$ cat src/rtl/edge_event_ctrl.sv
module edge_event_ctrl #(
  parameter int NLINES = 8
) (
  input  logic              clk,
  input  logic              rst_n,
  input  logic [NLINES-1:0] line_in,
  input  logic              reg_we,
  input  logic [2:0]        reg_addr,
  input  logic [NLINES-1:0] reg_wdata,
  output logic [NLINES-1:0] reg_rdata,
  output logic [NLINES-1:0] line_irq,
  output logic              cpu_event,
  output logic              cpu_wake,
  output logic              sys_wake
);
  localparam logic [2:0] A_RSEL  = 3'd0;
  localparam logic [2:0] A_FSEL  = 3'd1;
  localparam logic [2:0] A_SWT   = 3'd2;
  localparam logic [2:0] A_RPEND = 3'd3;
  localparam logic [2:0] A_FPEND = 3'd4;
  localparam logic [2:0] A_IMASK = 3'd5;
  localparam logic [2:0] A_EMASK = 3'd6;
  localparam logic [NLINES-1:0] ZERO = '0;

  logic [NLINES-1:0] sync1, sync2, last;
  logic [NLINES-1:0] rsel, fsel, rpend, fpend, imask, emask;
  logic              evt_q;

  wire wr_rsel  = reg_we && reg_addr == A_RSEL;
  wire wr_fsel  = reg_we && reg_addr == A_FSEL;
  wire wr_swt   = reg_we && reg_addr == A_SWT;
  wire wr_rpend = reg_we && reg_addr == A_RPEND;
  wire wr_fpend = reg_we && reg_addr == A_FPEND;

  wire [NLINES-1:0] rise_hit = (sync2 & ~last & rsel & {NLINES{~wr_rsel}})
                             | ({NLINES{wr_swt}} & reg_wdata);
  wire [NLINES-1:0] fall_hit = ~sync2 & last & fsel & {NLINES{~wr_fsel}};
  wire [NLINES-1:0] any_hit  = rise_hit | fall_hit;

  always_ff @(posedge clk or negedge rst_n) begin
    if (!rst_n) begin
      sync1 <= '0;
      sync2 <= '0;
      last  <= '0;
    end else begin
      sync1 <= line_in;
      sync2 <= sync1;
      last  <= sync2;
    end
  end

  always_ff @(posedge clk or negedge rst_n) begin
    if (!rst_n) begin
      rsel  <= '0;
      fsel  <= '0;
      imask <= '0;
      emask <= '0;
    end else if (reg_we) begin
      case (reg_addr)
        A_RSEL:  rsel  <= reg_wdata;
        A_FSEL:  fsel  <= reg_wdata;
        A_IMASK: imask <= reg_wdata;
        A_EMASK: emask <= reg_wdata;
        default: ;
      endcase
    end
  end

  always_ff @(posedge clk or negedge rst_n) begin
    if (!rst_n) begin
      rpend <= '0;
      fpend <= '0;
      evt_q <= 1'b0;
    end else begin
      rpend <= (rpend & ~({NLINES{wr_rpend}} & reg_wdata)) | (rise_hit & imask);
      fpend <= (fpend & ~({NLINES{wr_fpend}} & reg_wdata)) | (fall_hit & imask);
      evt_q <= |(any_hit & emask);
    end
  end

  always_comb begin
    case (reg_addr)
      A_RSEL:  reg_rdata = rsel;
      A_FSEL:  reg_rdata = fsel;
      A_RPEND: reg_rdata = rpend;
      A_FPEND: reg_rdata = fpend;
      A_IMASK: reg_rdata = imask;
      A_EMASK: reg_rdata = emask;
      default: reg_rdata = '0;
    endcase
  end

  assign line_irq  = rpend | fpend;
  assign cpu_event = evt_q;
  assign cpu_wake  = (|line_irq) | evt_q;
  assign sys_wake  = cpu_wake | (|(any_hit & (imask | emask)));

  AST_SWT_READS_ZERO: assert property (@(posedge clk) disable iff (!rst_n)
    reg_addr == A_SWT |-> reg_rdata == ZERO);

  AST_PEND_NEEDS_MASK: assert property (@(posedge clk) disable iff (!rst_n)
    (((rpend | fpend) & ~$past(rpend | fpend) & ~$past(imask)) == ZERO));

  AST_PEND_HOLDS: assert property (@(posedge clk) disable iff (!rst_n)
    !$past(wr_rpend) |-> (($past(rpend) & ~rpend) == ZERO));

  AST_EVT_NEEDS_EMASK: assert property (@(posedge clk) disable iff (!rst_n)
    cpu_event |-> $past(emask) != ZERO);

  AST_EVT_ONE_CYCLE: assert property (@(posedge clk) disable iff (!rst_n)
    $rose(cpu_event) |=> !cpu_event || $past(|(any_hit & emask)));

  AST_SYS_COVERS_CPU: assert property (@(posedge clk) disable iff (!rst_n)
    cpu_wake |-> sys_wake);
endmodule

$ cat config.mk
export PLATFORM = sky130hd
export DESIGN_NAME = edge_event_ctrl
export DESIGN_NICKNAME = d
export VERILOG_FILES = /design/src/rtl/edge_event_ctrl.sv
export SDC_FILE = /design/constraint.sdc
export NUM_CORES = 1
export LEC_CHECK = 0
export BUFFER_PORTS_ARGS = -buffer_cell sky130_fd_sc_hd__clkbuf_2
export CORE_ASPECT_RATIO = 0.6
export CORE_MARGIN = 2
export CORE_UTILIZATION = 55
export CTS_CLUSTER_SIZE = 24
export DETAILED_ROUTE_END_ITERATION = 8
export PLACE_DENSITY = 0.8
export SLEW_MARGIN = 20
export SYNTH_ARGS = -nofsm -noshare
export SYNTH_HDL_FRONTEND = slang
export SYNTH_SLANG_ARGS = --single-unit
$ cat constraint.sdc
create_clock -name clk -period 6.9 [get_ports clk]
set_input_delay 0.69 -clock clk [delete_from_list [all_inputs] [get_ports clk]]
set_output_delay 0.69 -clock clk [all_outputs]
set_load 0.01 [all_outputs]
==> metrics.cfg <==
[worst_setup_path]
cp_common_cell = clkbuf_2
critPathLaunchType = input pin
critPathBufInv = 2
crit_type = in -> out
path_max_fanout = 24
slowest_delay_ns = 1.08
cp.required_ns = 6.21
crit_family = simple AND/OR/NAND/NOR gates
endpoint_kind = output pin
cp.arrival_ns = 3.54
crit_slowest_cell = nor4bb_4
cp_cell_sequence = clkbuf_2 -> nor4bb_4 -> nor3_1 -> o22ai_1 -> nand4_1 -> or4_1 -> clkbuf_2

[detailed_routing]
routed_wl_mm = 8.005
wl_met2_mm = 3.309
wl_met3_um = 947
dr.pass1.iters = 4
drc = 0
wl_met1_mm = 3.613
highest_layer = met4
via_per_inst = 6.358
ant_nets = 0
vias = 2543
routedWlPerCell_um = 20.01
drtIter0Drc = 208

[power_and_ir_drop]
p_leak_nw = 1.645
ir_drop_mv = 0.1991
p_per_area_nw_per_um2 = 324.4

[clock_tree]
cts_buffer_depth = 2
numCtsBuffers = 9
cts_resized = 0
cts-htree-levels = 3
post_cts_buffers = 0
cts_hold_buffers = 0
clock-sinks = 73
clk_latency_ns = 0.35
cts_root_buffer = clkbuf_8
clk_pin_slew_ns = 0.07
cts_tree = done

[sta]
slew_viol_final = 0
finalSetupViolCount = 0
slew_headroom = 0.2539
fin_skew_ns = 0.005667
grt_setup_unrepaired = false
finalCritPeriodShare = 0.6125
hold_viol = 0
worst_pin_slew_ns = 1.118
max_freq_ghz = 0.2366
min_period_ns = 4.227
fin_tns_setup_ns = 0

[global_routing]
grt_pass1_wl_mm = 12.83
grt_max_degree = 74
antenna_found_initial = 0
grt_overflow = 0
grt_pass1_vias = 2334
grt_usage = 0.2588

[final_layout]
multi_input_area_um2 = 1431
seq_area_um2 = 1827
drive_gt1_frac = 0.2406
fill_cells = 437
finalNonFillerCells = 400
antenna_cells = 0
area_growth_pct = 15.45
nets = 338

[logic_synthesis]
synth.avg_cell_area_um2 = 12.00
ys_warn_count = 0
synth_area_um2 = 3288
ys_seq_area_frac = 0.5556
synthesis.nets = 296
netlist_instances = 274
synth_cell_types = 39
ys_seq_elements = 73

[min_path]
min_path_type = reg -> reg

[floorplanning]
rows = 21
die-area_um2 = 6633
io_pins = 41
initial_core_util = 0.5794
coreArea_um2 = 5675
die_y_um = 63.89
fp.dieW_um = 103.8

[place]
dp_cells = 385
hpwl_mm = 5.648
port_buffers = 40
gp_congestion = 0.9053

[status]
outcome = completed

[run]
drv_cap = 0

-- logic make-up (layout without fill, tap and decap cells) --
kind of cell    Yosys count  in the layout  share of synthesized area
compound gates           65             65                     0.1423
buf+inv                  13             59                    0.01560
simple gates             80             80                     0.1385
flops                    73             73                     0.5556
mux                      43             43                     0.1480
-- metal layers --
metal	vias up	track usage
li1	1117	-
met1	1256	0.3791
met2	156	0.3454
met3	14	0.1010
met4	0	0.09628
met5	-	0
-- power by group --
| part | leakage [nW] | total [mW] | switching, mW | internal [mW] |
|---|---|---|---|---|
| combinational | 0.685 | 0.262 | 0.129 | 0.133 |
| clock | 0.102 | 0.358 | 0.156 | 0.202 |
| sequential | 0.857 | 0.612 | 0.0895 | 0.522 |
| total | 1.64 | 1.23 | 0.375 | 0.857 |
-- through the flow --
| stage | setup WS, ns | utilization | total power [mW] | hold WS, ns | area (µm²) |
|---|---|---|---|---|---|
| floorplan | 3.786 | - | 0.7581 | 0.3312 | 3288 |
| global placement | 2.857 | 0.6310 | 0.8646 | 0.3326 | 3581 |
| detailed placement | 2.763 | 0.6310 | 0.8763 | 0.3358 | 3581 |
| CTS | 2.743 | 0.6678 | 1.234 | 0.3493 | 3790 |
| global route | 2.546 | 0.6689 | 1.295 | 0.3616 | 3796 |
| finish | 2.673 | 0.6689 | 1.231 | 0.3445 | 3796 |
-- registers in the layout, summed over array words and instances (netlist names) --
name,flops
last,8
sync1,8
fpend,8
emask,8
fsel,8
cpu_event,1
sync2,8
rpend,8
rsel,8
imask,8
-- Yosys cell counts, drive strengths merged --
| cell type | instances | share of area |
|---|---|---|
| a211oi | 3 | 0.0068 |
| a21oi | 9 | 0.014 |
| a221oi | 5 | 0.013 |
| a22o | 16 | 0.043 |
| a22oi | 4 | 0.0091 |
| a31oi | 1 | 0.0019 |
| and2 | 1 | 0.0019 |
| and4 | 1 | 0.0027 |
| buf | 3 | 0.0042 |
| clkbuf | 9 | 0.010 |
| dfrtp | 73 | 0.56 |
| inv | 1 | 0.0011 |
| mux2 | 35 | 0.12 |
| mux2i | 7 | 0.021 |
| mux4 | 1 | 0.0068 |
| nand2 | 22 | 0.025 |
| nand3 | 2 | 0.0030 |
| nand3b | 8 | 0.018 |
| nand4 | 3 | 0.0057 |
| nand4b | 1 | 0.0027 |
| nor2 | 12 | 0.014 |
| nor2b | 3 | 0.0057 |
| nor3 | 6 | 0.0091 |
| nor3b | 1 | 0.0023 |
| nor4b | 2 | 0.0072 |
| nor4bb | 4 | 0.012 |
| o21ai | 9 | 0.014 |
| o22a | 1 | 0.0027 |
| o22ai | 9 | 0.017 |
| o2bb2ai | 8 | 0.021 |
| or2 | 10 | 0.019 |
| or3 | 1 | 0.0019 |
| or4 | 3 | 0.0080 |
-- layout by cell type, fill, tap and decap left out, types with 2 or more instances in the layout --
cell type / Yosys / final
or4_1: 2 / 2
bufinv_16: 0 / 2
nand2_1: 22 / 22
clkbuf_2: 0 / 39
clkbuf_8: 0 / 9
nor4bb_1: 4 / 2
nand3_1: 2 / 2
o22ai_1: 9 / 9
a21oi_1: 9 / 9
or2_1: 4 / 4
o21ai_0: 8 / 8
buf_4: 0 / 4
a22oi_1: 4 / 4
nor3_1: 6 / 6
nor2_1: 12 / 12
nand3b_1: 8 / 8
o2bb2ai_1: 8 / 8
mux2_1: 27 / 27
nor2b_1: 3 / 3
or2_2: 6 / 6
dfrtp_1: 73 / 73
a22o_1: 16 / 16
nand4_1: 3 / 3
a211oi_1: 3 / 3
mux2_2: 8 / 8
mux2i_1: 7 / 7
a221oi_1: 5 / 5
-- cell type report --
cell class	instances	area share
Clock buffer	10	0.03362
Inverter	1	0.0009888
Tap cell	80	0.02637
Timing Repair Buffer	43	0.05933
Multi-Input combinational cell	188	0.3771
Sequential cell	73	0.4812
Clock inverter	5	0.02142
-- worst paths after layout --
path / start / end / slack [ns] / cells past startpoint
min: sync1[1] / sync2[1] / 0.34 / 0
max reg2reg: rsel[2] / cpu_event / 5.48 / 5
max: reg_addr[0] / sys_wake / 2.67 / 7
min in group asynchronous: rst_n / emask[1] / 0.45 / 1
max in group asynchronous: rst_n / sync1[3] / 5.90 / 1
min reg2reg: sync1[1] / sync2[1] / 0.34 / 0
Note: power is estimated with default switching activity, not from simulation.
